--- src/rtl/xidx_pkg.sv ---
// Shared types and field positions for the extended indexed address generator.
// Assumes a 16-bit instruction word; field positions are fixed by the decoder contract.
package xidx_pkg;

    // Sequencer states
    typedef enum logic [2:0] {
        ST_EXT  = 3'd0,   // waiting for the extension word
        ST_OP   = 3'd1,   // waiting for the opcode word
        ST_SIDX = 3'd2,   // waiting for the source index word
        ST_DIDX = 3'd3,   // waiting for the destination index word
        ST_OUT  = 3'd4,   // presenting an address
        ST_ADV  = 3'd5    // reporting the word count
    } xidx_state_t;

    // Extension word: upper index field positions
    localparam int EXT_SRC_LSB = 7;
    localparam int EXT_DST_LSB = 0;

    // Opcode word: register select and mode field positions
    localparam int OP_SREG_LSB  = 8;
    localparam int OP_DREG_LSB  = 0;
    localparam int OP_SMODE_LSB = 4;
    localparam int OP_DMODE_BIT = 7;
    localparam logic [1:0] SMODE_INDEXED = 2'b01;

endpackage

--- src/rtl/xidx_adder.sv ---
// Modulo-2^W adder used for the base+index sum and the +2 word offset.
// Assumes both operands are already W bits wide; the carry out is dropped.
module xidx_adder #(
    parameter int W = 20
) (
    input  logic [W-1:0] a,
    input  logic [W-1:0] b,
    output logic [W-1:0] s
);

    // Wrap-around sum
    always_comb begin
        s = a + b;
    end

endmodule

--- src/rtl/xidx_outreg.sv ---
// Output register for the address pair and the operand role flag.
// Assumes the sequencer pulses load only when the output stage is free.
module xidx_outreg #(
    parameter int AW = 20
) (
    input  logic          clk,
    input  logic          rst_n,
    input  logic          load,
    input  logic          load_dst,
    input  logic [AW-1:0] sum_lo,
    input  logic [AW-1:0] sum_hi,
    output logic [AW-1:0] addr_lo,
    output logic [AW-1:0] addr_hi,
    output logic          addr_dst
);

    // Capture a freshly computed address
    always_ff @(posedge clk) begin
        if (!rst_n) begin
            addr_lo  <= '0;
            addr_hi  <= '0;
            addr_dst <= 1'b0;
        end else if (load) begin
            addr_lo  <= sum_lo;
            addr_hi  <= sum_hi;
            addr_dst <= load_dst;
        end
    end

endmodule

--- src/rtl/xidx_ctrl.sv ---
// Instruction sequencer: accepts extension, opcode and index words in order,
// keeps the upper index fields and register selects, drives the output handshake
// and the word count. Assumes the decoder fields are already sliced by the top.
module xidx_ctrl
    import xidx_pkg::*;
#(
    parameter int UP_W  = 4,
    parameter int SEL_W = 4,
    parameter int CNT_W = 3
) (
    input  logic             clk,
    input  logic             rst_n,
    input  logic             in_valid,
    input  logic [UP_W-1:0]  ext_src_up,
    input  logic [UP_W-1:0]  ext_dst_up,
    input  logic [SEL_W-1:0] op_sreg,
    input  logic [SEL_W-1:0] op_dreg,
    input  logic [1:0]       op_smode,
    input  logic             op_didx,
    input  logic             out_ready,
    output logic             in_ready,
    output logic [SEL_W-1:0] sel_reg,
    output logic [UP_W-1:0]  sel_up,
    output logic             load,
    output logic             load_dst,
    output logic             out_valid,
    output logic             adv_valid,
    output logic [CNT_W-1:0] adv_words
);

    xidx_state_t      state;
    xidx_state_t      after_out;
    logic [UP_W-1:0]  src_up, dst_up;
    logic [SEL_W-1:0] src_reg, dst_reg;
    logic             src_ix, dst_ix;
    logic [CNT_W-1:0] words;
    logic             accept;
    logic             op_src_ix;

    // Handshake and decode of the current word
    always_comb begin
        in_ready  = (state == ST_EXT) || (state == ST_OP) ||
                    (state == ST_SIDX) || (state == ST_DIDX);
        accept    = in_valid && in_ready;
        op_src_ix = (op_smode == SMODE_INDEXED);
        out_valid = (state == ST_OUT);
        adv_valid = (state == ST_ADV);
        adv_words = words;
    end

    // Operand selection for the register port and the adder
    always_comb begin
        if (state == ST_DIDX) begin
            sel_reg = dst_reg;
            sel_up  = dst_up;
        end else begin
            sel_reg = src_reg;
            sel_up  = src_up;
        end
        load     = accept && ((state == ST_SIDX) || (state == ST_DIDX));
        load_dst = (state == ST_DIDX);
    end

    // State sequence, field capture and word counting
    always_ff @(posedge clk) begin
        if (!rst_n) begin
            state     <= ST_EXT;
            after_out <= ST_ADV;
            src_up    <= '0;
            dst_up    <= '0;
            src_reg   <= '0;
            dst_reg   <= '0;
            src_ix    <= 1'b0;
            dst_ix    <= 1'b0;
            words     <= '0;
        end else begin
            case (state)
                ST_EXT: if (accept) begin
                    src_up <= ext_src_up;
                    dst_up <= ext_dst_up;
                    words  <= CNT_W'(1);
                    state  <= ST_OP;
                end
                ST_OP: if (accept) begin
                    src_reg <= op_sreg;
                    dst_reg <= op_dreg;
                    src_ix  <= op_src_ix;
                    dst_ix  <= op_didx;
                    words   <= words + CNT_W'(1);
                    if (op_src_ix)    state <= ST_SIDX;
                    else if (op_didx) state <= ST_DIDX;
                    else              state <= ST_ADV;
                end
                ST_SIDX: if (accept) begin
                    words     <= words + CNT_W'(1);
                    after_out <= dst_ix ? ST_DIDX : ST_ADV;
                    state     <= ST_OUT;
                end
                ST_DIDX: if (accept) begin
                    words     <= words + CNT_W'(1);
                    after_out <= ST_ADV;
                    state     <= ST_OUT;
                end
                ST_OUT: if (out_ready) begin
                    state <= after_out;
                end
                ST_ADV: begin
                    state <= ST_EXT;
                end
                default: state <= ST_EXT;
            endcase
        end
    end

    // The count pulse lasts a single cycle
    assert_adv_pulse_R9: assert property (@(posedge clk) disable iff (!rst_n)
        adv_valid |=> !adv_valid);

    // The reported count matches the decoded operand flags
    assert_adv_count_R9: assert property (@(posedge clk) disable iff (!rst_n)
        adv_valid |-> (adv_words == CNT_W'(2) + CNT_W'(src_ix) + CNT_W'(dst_ix)));

    // After a source address leaves, a pending destination comes next
    assert_src_then_dst_R7: assert property (@(posedge clk) disable iff (!rst_n)
        (out_valid && out_ready && !load_dst && after_out == ST_DIDX) |=> (state == ST_DIDX && dst_ix));

endmodule

--- src/rtl/xidx_agen.sv ---
// Top of the extended indexed address generator: slices the word fields,
// adds base register and assembled index modulo 2^ADDR_W and registers the result.
// Assumes rd_data returns the selected register in the same cycle.
module xidx_agen
    import xidx_pkg::*;
#(
    parameter int WORD_W = 16,
    parameter int UP_W   = 4,
    parameter int SEL_W  = 4,
    parameter int CNT_W  = 3,
    localparam int ADDR_W = WORD_W + UP_W
) (
    input  logic              clk,
    input  logic              rst_n,
    input  logic              in_valid,
    input  logic [WORD_W-1:0] in_word,
    output logic              in_ready,
    output logic [SEL_W-1:0]  rd_sel,
    input  logic [ADDR_W-1:0] rd_data,
    output logic              addr_valid,
    input  logic              addr_ready,
    output logic [ADDR_W-1:0] addr_lo,
    output logic [ADDR_W-1:0] addr_hi,
    output logic              addr_dst,
    output logic              adv_valid,
    output logic [CNT_W-1:0]  adv_words
);

    localparam logic [ADDR_W-1:0] WORD_STEP = ADDR_W'(2);

    logic [UP_W-1:0]   sel_up;
    logic [ADDR_W-1:0] index, sum_lo, sum_hi;
    logic              load, load_dst;

    // Index assembly from the stored upper field and the live index word
    always_comb begin
        index = {sel_up, in_word};
    end

    xidx_ctrl #(
        .UP_W  (UP_W),
        .SEL_W (SEL_W),
        .CNT_W (CNT_W)
    ) u_ctrl (
        .clk        (clk),
        .rst_n      (rst_n),
        .in_valid   (in_valid),
        .ext_src_up (in_word[EXT_SRC_LSB +: UP_W]),
        .ext_dst_up (in_word[EXT_DST_LSB +: UP_W]),
        .op_sreg    (in_word[OP_SREG_LSB +: SEL_W]),
        .op_dreg    (in_word[OP_DREG_LSB +: SEL_W]),
        .op_smode   (in_word[OP_SMODE_LSB +: 2]),
        .op_didx    (in_word[OP_DMODE_BIT]),
        .out_ready  (addr_ready),
        .in_ready   (in_ready),
        .sel_reg    (rd_sel),
        .sel_up     (sel_up),
        .load       (load),
        .load_dst   (load_dst),
        .out_valid  (addr_valid),
        .adv_valid  (adv_valid),
        .adv_words  (adv_words)
    );

    xidx_adder #(.W(ADDR_W)) u_sum_lo (
        .a (rd_data),
        .b (index),
        .s (sum_lo)
    );

    xidx_adder #(.W(ADDR_W)) u_sum_hi (
        .a (sum_lo),
        .b (WORD_STEP),
        .s (sum_hi)
    );

    xidx_outreg #(.AW(ADDR_W)) u_out (
        .clk      (clk),
        .rst_n    (rst_n),
        .load     (load),
        .load_dst (load_dst),
        .sum_lo   (sum_lo),
        .sum_hi   (sum_hi),
        .addr_lo  (addr_lo),
        .addr_hi  (addr_hi),
        .addr_dst (addr_dst)
    );

    // Address equals base plus assembled index, wrapped
    assert_sum_R4: assert property (@(posedge clk) disable iff (!rst_n)
        load |=> (addr_lo == ADDR_W'($past(rd_data) + {$past(sel_up), $past(in_word)})));

    // The second-word address lies two bytes above the first
    assert_word_pair_R6: assert property (@(posedge clk) disable iff (!rst_n)
        addr_valid |-> (ADDR_W'(addr_hi - addr_lo) == WORD_STEP));

    // A stalled address stays put and no word is taken
    assert_addr_hold_R8: assert property (@(posedge clk) disable iff (!rst_n)
        (addr_valid && !addr_ready) |=> (addr_valid && $stable(addr_lo) && $stable(addr_dst) && !in_ready));

    // Completion report never overlaps a pending address
    assert_adv_alone_R9: assert property (@(posedge clk) disable iff (!rst_n)
        adv_valid |-> !addr_valid);

endmodule

--- config.mk ---
export PLATFORM = sky130hd
export DESIGN_NAME = xidx_agen
export DESIGN_NICKNAME = d
export VERILOG_FILES = /design/src/rtl/xidx_pkg.sv /design/src/rtl/xidx_adder.sv /design/src/rtl/xidx_outreg.sv /design/src/rtl/xidx_ctrl.sv /design/src/rtl/xidx_agen.sv
export SDC_FILE = /design/constraint.sdc
export NUM_CORES = 1
export LEC_CHECK = 0
export BUFFER_PORTS_ARGS = -buffer_cell sky130_fd_sc_hd__buf_2
export CORE_UTILIZATION = 30
export CTS_BUF_LIST = sky130_fd_sc_hd__clkbuf_4 sky130_fd_sc_hd__clkbuf_8
export DETAILED_ROUTE_END_ITERATION = 10
export PLACE_DENSITY = 0.6
export REMOVE_ABC_BUFFERS = 1
export SLEW_MARGIN = 20
export SYNTH_ARGS = -nofsm -noshare
export SYNTH_HDL_FRONTEND = slang
export SYNTH_SLANG_ARGS = --single-unit
--- constraint.sdc ---
create_clock -name clk -period 5.3 [get_ports clk]
set_input_delay 0.53 -clock clk [delete_from_list [all_inputs] [get_ports clk]]
set_output_delay 0.53 -clock clk [all_outputs]
set_load 0.005 [all_outputs]
==> results of run 1 <==
## power groups by stage
stage                     logic, mW  registers, mW  clock network, mW
final                         0.332          0.508              0.481
after detailed placement      0.331          0.519                  0
after CTS                     0.332          0.508              0.498
after floorplan               0.247          0.517                  0
after global routing          0.370          0.509              0.511
after global placement        0.324          0.518                  0
## layout make-up
cell class / count / share of cell area, %
Clock buffer: 11 / 2.980
Clock inverter: 5 / 1.618
Inverter: 8 / 0.6165
Multi-Input combinational cell: 400 / 53.84
Sequential cell: 65 / 26.71
Tap cell: 176 / 4.521
Timing Repair Buffer: 93 / 9.710
## worst register-to-register path: stages, from the launching register on
cell and delay (ns):
dfxtp_1 0.55, nand3_1 0.44, mux2_2 0.44, ha_1 0.43, nand2_1 0.10, o21a_1 0.21, o21a_1 0.11, a31o_2 0.23
xor2_2 0.17, nor4_2 0.33, o21ai_1 0.11, or3b_1 0.38
## worst min path at each step
stage	slack, ns	cells after the start	endpoint
floorplan	0.43	2	u_ctrl.dst_ix$_SDFFE_PN0P_
global placement	0.44	2	u_ctrl.src_up[1]$_SDFFE_PN0P_
detailed placement	0.45	2	u_out.addr_dst$_SDFFE_PN0P_
CTS	0.43	3	u_ctrl.src_reg[3]$_SDFFE_PN0P_
global route	0.45	3	u_ctrl.src_reg[3]$_SDFFE_PN0P_
finish	0.45	3	u_ctrl.src_reg[3]$_SDFFE_PN0P_
## layer usage
metal | share of wire (%) | up-vias
met3 | 4.7 | 19
li1 | - | 1949
met5 | 0 | -
met1 | 47 | 1801
met4 | 2.4 | 0
met2 | 46 | 91
## Yosys cell counts (2+ instances only)
master      n  area share (%)
nand2_1    79             7.3
dfxtp_1    65              32
a21oi_1    63             7.7
nor2_1     46             4.2
ha_1       21             6.5
clkbuf_1   19             1.8
o21ai_0    14             1.7
nor3_1     13             1.6
a211oi_1   12             2.2
nand3_1    12             1.5
a21o_1     11             2.0
xnor2_1    10             2.2
xor2_1      9             1.9
inv_1       8            0.74
nand4_1     8             1.2
and3_1      7             1.1
mux2_2      7             1.9
o21a_1      7             1.3
a31oi_1     5            0.77
and2_1      4            0.61
buf_4       4            0.74
mux2i_1     4            0.98
nand2b_1    4            0.61
and4_1      3            0.65
o21ai_1     3            0.37
a2111oi_0   2            0.43
a221oi_4    2             1.3
a22oi_1     2            0.37
a311oi_1    2            0.43
a31o_2      2            0.43
buf_1       2            0.18
nand3b_1    2            0.37
nor2b_1     2            0.31
nor3_4      2            0.80
nor3b_1     2            0.37
nor4_1      2            0.31
o21bai_1    2            0.37
or3_1       2            0.31
xnor2_2     2            0.80
## kinds of logic after synthesis
group           count (synthesis)
buf+inv                        35
fa+ha+maj                      22
simple gates                  198
xor+xnor                       23
compound gates                146
mux                            11
flops                          65
## through the flow
step | std cells | hold slack, ns | cell area (µm²) | total power [mW]
global placement | 742 | 0.4388 | 4647 | 0.8428
floorplan | 473 | 0.4315 | 3946 | 0.7645
global route | 758 | 0.4498 | 4871 | 1.390
detailed placement | 742 | 0.4460 | 4647 | 0.8500
finish | 758 | 0.4490 | 4871 | 1.321
CTS | 758 | 0.4337 | 4871 | 1.338
==> impl_metrics.tcl, run 1 <==
set metrics [dict create \
    min_path_type "in2reg" \
    crit_top_cell "o21a_1" \
    cp.depth 11 \
    syn_area_um2 4071 \
    h-tree-depth 3 \
    die_x_um 118.5 \
    crit_path_start_kind "register" \
    required_ns 5.53 \
    wirelength_um 11230 \
    cts_buffers 9 \
    layout.nets 639 \
    ys.flop_type "dfxtp_1" \
    path_buf_inv 0 \
    die-area_um2 14040 \
    gr-total-overflow 0 \
    grt_pass1_vias 3642 \
    rsz0062_at_grt "no" \
    synth-edff-count 0 \
    multi_input_area_um2 2623 \
    drt-initial-drc-count 190 \
    syn_avg_cell_area_um2 8.143 \
    synth_top_family_by_area "compound AO/OA/AOI/OAI gates" \
    ys_ff_latch 65 \
    seq_area_frac_synth_pct 31.96 \
    grt_util_met1_pct 21.60 \
    clockRootBuffer "clkbuf_8" \
    fin_ws_ns 1.672 \
    power.leakage_nw 2.049 \
    portBuffers 90 \
    max_stage_delay_ns 0.55 \
    drive_gt1_share_pct 24.74 \
    power_density_nw_per_um2 271.2 \
    synthAdderAreaFrac_pct 6.945 \
    cap_violations 0 \
    synth_cells 500 \
    netSwitchingFraction_pct 31.19 \
    regToRegSetupSlack_ns 1.67 \
    cts_resized 0 \
    cts_setup_buffers 0 \
    path_cells "nand3_1 -> mux2_2 -> ha_1 -> nand2_1 -> o21a_1 -> o21a_1 -> a31o_2 -> xor2_2 -> nor4_2 -> o21ai_1 -> or3b_1" \
    drc_errors 0 \
    place_congestion 0.8519 \
    io_pins 91 \
    crit_path_top_delay_cell "dfxtp_1" \
    timing.rr.end "u_out.addr_hi[19]$_SDFFE_PN0P_" \
    numClockSinks 65 \
    top_regs "u_out.addr_hi x20, u_out.addr_lo x19" \
    avgViaCountPerCell 5.092 \
    firstDrtPassIters 4 \
    grt_max_degree 45 \
    final_cell_mix "90 x buf_2, 79 x nand2_1, 65 x dfxtp_1" \
    final-hold-violation-count 0 \
    slew_headroom_pct 37.79 \
    arrival_ns 3.86 \
    seq_power_share_pct 38.5 \
    grtUsageTotal_pct 16.33 \
    fmax_mhz 275.6 \
    largest_register_ffs 20 \
    worstSetupStartpoint "u_ctrl.state[0]$_SDFFE_PN0P_" \
    synthesis.yosys.warnings 0 \
    layout_min_cycle_time_ns 3.628 \
    path_class "reg2reg" \
    cp-end-kind "register" \
    cts_hold_buffers 0 \
    busiest_layer "met2" \
    clk_latency_ns 0.35 \
    async_reset_ff_share_pct 0 \
    finalSetupTns_ns 0 \
    diodes 0 \
    grt_pass1_wl_um 18370 \
    start_util_pct 30.74 \
    worstPathMaxFanout 11 \
    grt_util_met2_pct 25.59 \
    status "finished clean" \
    register_area_um2 1301 \
    core_um2 13240 \
    num_rows 42 \
    final_core_util_pct 36.78 \
    p_sw_uw 412.0 \
    top_register "u_out.addr_hi" \
    synthXorXnorAreaFrac_pct 5.962 \
    finalClockSkew_ns 0.007828 \
    grt_use_met3_pct 3.475 \
    layout_commonest_cell "buf_2" \
    r2r_cells 11 \
    cts_buffer_depth 2 \
    clk_pin_slew_worst_paths_ns 0.08 \
    slew_violations 0 \
    synth_mux_area_share_pct 2.919 \
    power_frac_comb_pct 25.1 \
    worst_slew_pin_slew_ns 0.9260 \
    die_h_um 118.5 \
    endpoint "u_out.addr_hi[19]$_SDFFE_PN0P_" \
    synth_compound_area_share_pct 24.22 \
    ir_drop_mv 0.09510 \
    pre_cts_ws_ns 1.498 \
    holdCritStartpoint "in_word[11]" \
    yosys.area_share.simple_pct 24.19 \
    syn2layout_area_growth_pct 19.64 \
    internal-power_uw 908.9 \
    finalSetupViolations 0 \
    fin_crit_sh_pct 68.46 \
    num-fill-cells 1409 \
    final_antenna_net_count 0 \
    cp_top_family "simple AND/OR/NAND/NOR gates" \
    vias 3860 \
    grt_antenna_before_repair 0 \
    wl_per_cell_um 14.82 \
    clkPwrFrac_pct 36.4 \
    hpwlAfterDp_um 8767 \
    r2r-start "u_ctrl.state[0]$_SDFFE_PN0P_" \
    cts_tree "yes" \
    synth.distinct_cells 73 \
]
Note: power is estimated with default switching activity, not from simulation.
==> inputs of run 2 (changes only) <==
--- a/config.mk
+++ b/config.mk
@@ -5,11 +5,12 @@
 export SDC_FILE = /design/constraint.sdc
 export NUM_CORES = 1
 export LEC_CHECK = 0
+export ABC_AREA = 1
 export BUFFER_PORTS_ARGS = -buffer_cell sky130_fd_sc_hd__buf_2
 export CORE_UTILIZATION = 30
 export CTS_BUF_LIST = sky130_fd_sc_hd__clkbuf_4 sky130_fd_sc_hd__clkbuf_8
 export DETAILED_ROUTE_END_ITERATION = 10
-export PLACE_DENSITY = 0.6
+export PLACE_DENSITY = 0.62
 export REMOVE_ABC_BUFFERS = 1
 export SLEW_MARGIN = 20
 export SYNTH_ARGS = -nofsm -noshare
==> constraint.sdc (replaced) <==
create_clock -name clk -period 3.1 [get_ports clk]
set_input_delay 0.31 -clock clk [delete_from_list [all_inputs] [get_ports clk]]
set_output_delay 0.31 -clock clk [all_outputs]
set_load 0.005 [all_outputs]
==> run 2 against run 1 <==
  * Hold slack got worse by 0.24 ns
  * Die area increased by 6.9%
  * Worst setup slack got worse by 1.4 ns
  * Critical endpoint unchanged
  * Largest cell class unchanged
==> impl_metrics.tcl, run 2 <==
set metrics [dict create \
    status "finished clean" \
    seq_power_share_pct 40.5 \
    avgViaCountPerCell 4.690 \
    numClockSinks 65 \
    synth_top_area_share_pct 29.87 \
    layout_min_cycle_time_ns 2.806 \
    die_x_um 122.5 \
    wirelength_um 12680 \
    grt_pass1_vias 4018 \
    finalSetupTns_ns 0 \
    crit_top_cell "nor2_1" \
    ir_drop_mv 0.1444 \
    die-area_um2 15010 \
    layout.nets 825 \
    r2r-start "u_ctrl.state[1]$_SDFFE_PN0P_" \
    endpoint "u_out.addr_hi[19]$_SDFFE_PN0P_" \
    final_cell_mix "160 x nand2_1, 101 x inv_1, 90 x buf_2" \
    p_sw_uw 811.8 \
    portBuffers 90 \
    grt_antenna_before_repair 0 \
    wl_met3_um 636 \
    start_util_pct 31.03 \
    synth-edff-count 0 \
    r2r_cells 17 \
    clockRootBuffer "clkbuf_8" \
    cts_hold_buffers 0 \
    path_class "reg2reg" \
    synth.distinct_cells 40 \
    instances_no_fill 948 \
    synth_cells 673 \
    ys_top_cells_by_area "dfxtp_1 30%, nand2_1 14%, inv_1 8.7%, nor2_1 7.2%, ha_1 6.0%" \
    crit_path_start_kind "register" \
    clk_pin_slew_worst_paths_ns 0.08 \
    path_cells "inv_1 -> nor2_1 -> nand2_1 -> mux2_2 -> ha_4 -> nand2_1 -> nor2_1 -> and2_1 -> nand4_1 -> nand3_1 -> nand2_1 -> nand2_1 -> nand3_1 -> nor2_2 -> nor2_1 -> nor2_1 -> nor2_1" \
    num_rows 43 \
    final_cell_area_um2 5202 \
    hpwlAfterDp_um 9988 \
    finalSetupViolations 0 \
    crit_path_top_delay_cell "mux2_2" \
    grt_max_degree 50 \
    rsz0062_at_grt "no" \
    slew_violations 0 \
    ys_ff_latch 65 \
    wl_met1_um 5924 \
    grt_pass1_wl_um 20440 \
    min_path_type "in2reg" \
    netSwitchingFraction_pct 36.42 \
    async_reset_ff_share_pct 0 \
    clk_latency_ns 0.37 \
    synth.most_common_cell "nand2_1" \
    firstDrtPassIters 5 \
    h-tree-depth 3 \
    io_pins 91 \
    final_antenna_net_count 0 \
    grtUsageTotal_pct 17.76 \
    ys.flop_type "dfxtp_1" \
    layout_commonest_cell "nand2_1" \
    worstPathMaxFanout 6 \
    cts_buffers 9 \
    vias 4446 \
    timing.rr.end "u_out.addr_hi[19]$_SDFFE_PN0P_" \
    syn2layout_area_growth_pct 19.41 \
    synthesis.yosys.warnings 0 \
    cts_tree "yes" \
    cap_violations 0 \
    clkPwrFrac_pct 31.1 \
    die_h_um 122.5 \
    wl_met2_um 5759 \
    final-hold-violation-count 0 \
    seq_area_frac_synth_pct 29.87 \
    num-fill-cells 1513 \
    dpl.cell_count 932 \
    power_density_nw_per_um2 428.4 \
    max_stage_delay_ns 0.38 \
    post_dp_cell_area_um2 5002 \
    cp-end-kind "register" \
    gr-total-overflow 0 \
    top_register "u_out.addr_hi" \
    fin_crit_sh_pct 90.50 \
    syn_avg_cell_area_um2 6.474 \
    power.leakage_nw 2.823 \
    worstSetupStartpoint "u_ctrl.state[1]$_SDFFE_PN0P_" \
    place_congestion 0.9238 \
    top_layer "met4" \
    required_ns 3.36 \
    diodes 0 \
    top_regs "u_out.addr_hi x20, u_out.addr_lo x19" \
    core_um2 14040 \
    largest_register_ffs 20 \
    arrival_ns 3.06 \
    internal-power_mw 1.417 \
    synth_common_cells "160 x nand2_1, 101 x inv_1, 84 x nor2_1, 65 x dfxtp_1, 46 x o21ai_0" \
    drc_errors 0 \
    wl_per_cell_um 13.38 \
    fmax_mhz 356.4 \
    worst_slew_pin_slew_ns 0.8478 \
    regToRegSetupSlack_ns 0.29 \
    drive_gt1_share_pct 20.44 \
    power_frac_comb_pct 28.4 \
    syn_area_um2 4357 \
    cts_buffer_depth 2 \
    slew_headroom_pct 43.13 \
    drt-initial-drc-count 269 \
    synth_top_area_cell "dfxtp_1" \
    finalClockSkew_ns 0.01240 \
]
==> run 2: cell count changes after synthesis, moves of 17 or more <==
cell      previous run  this run
o211ai_1             0        17
nand3_1             12        44
a21oi_1             63        29
inv_1                8       101
nor2_1              46        84
o21ai_0             14        46
nand2_1             79       160
==> run 2: how the worst min path moves through the flow <==
stage                                          start                               end  cells past startpoint
detailed placement  u_ctrl.adv_words[2]$_SDFFE_PN0P_  u_ctrl.adv_words[2]$_SDFFE_PN0P_                      1
CTS                                       in_word[0]    u_ctrl.dst_reg[0]$_SDFFE_PN0P_                      3
global placement    u_ctrl.adv_words[2]$_SDFFE_PN0P_  u_ctrl.adv_words[2]$_SDFFE_PN0P_                      1
floorplan                                      rst_n    u_out.addr_hi[11]$_SDFFE_PN0P_                      2
global route                              in_word[9]    u_ctrl.src_reg[1]$_SDFFE_PN0P_                      3
finish                                    in_word[0]    u_ctrl.dst_reg[0]$_SDFFE_PN0P_                      3
==> run 2: worst max-delay path, delay by kind of cell, from the launching register on <==
kind,cells,cell delay (ns)
adders and majority gates,1,0.30
and+or+nand+nor,14,1.57
buffers and inverters,1,0.13
DFF,1,0.32
muxes,1,0.38
==> run 2: cells by family (layout without fill, tap and decap cells) <==
family	Yosys count	in the layout	share of synthesized area, %
adder cells (fa/ha/maj)	22	22	6.490
flip-flops	65	65	29.87
AO/OA/AOI/OAI	106	106	13.81
AND/OR/NAND/NOR	345	345	35.93
multiplexers	8	8	2.039
buffers and inverters	122	217	10.86
XOR/XNOR	5	5	1.005
==> run 2: layer usage <==
metal  track usage [%]  vias to the layer above
met2             28.90                      101
met5                 0                        -
met3             4.322                       23
li1                  -                     2341
met1             22.44                     1981
met4             7.012                        0
==> run 2: final cells by class <==
type                    instances  area, µm²  share of cell area (%)
clock buffers                  10      137.6                   2.646
clock inverters                 6      50.05                  0.9620
inverters                     106      397.9                   7.648
multi-input cells             486       2603                   50.02
flip-flops and latches         65       1301                   25.01
well taps                     180      225.2                   4.329
repair buffers                 95      488.0                   9.380
==> run 2: stage by stage <==
| stage | utilization [%] | total power [mW] | setup slack (ns) | hold slack [ns] |
|---|---|---|---|---|
| detailed placement | 35.62 | 1.545 | 0.1757 | 0.4481 |
| global route | 37.05 | 2.379 | 0.06530 | 0.2104 |
| CTS | 36.96 | 2.248 | 0.2504 | 0.1806 |
| global placement | 35.62 | 1.545 | 0.2098 | 0.4484 |
| finish | 37.05 | 2.229 | 0.2945 | 0.2079 |
| floorplan | - | 1.348 | -0.7373 | 0.4076 |
==> run 2: power groups by stage <==
| stage | clock network (mW) | logic, mW | registers, mW |
|---|---|---|---|
| floorplan | 0 | 0.429 | 0.919 |
| global placement | 0 | 0.622 | 0.923 |
| detailed placement | 0 | 0.623 | 0.922 |
| CTS | 0.718 | 0.627 | 0.904 |
| global route | 0.755 | 0.715 | 0.909 |
| finish | 0.693 | 0.633 | 0.904 |
==> run 2: timing repair <==
action / CTS / global route
endpoints found under the hold margin: 0 / 0
setup buffers: 0 / 0
setup endpoints to repair: 0 / 1
resized for setup: 0 / 1
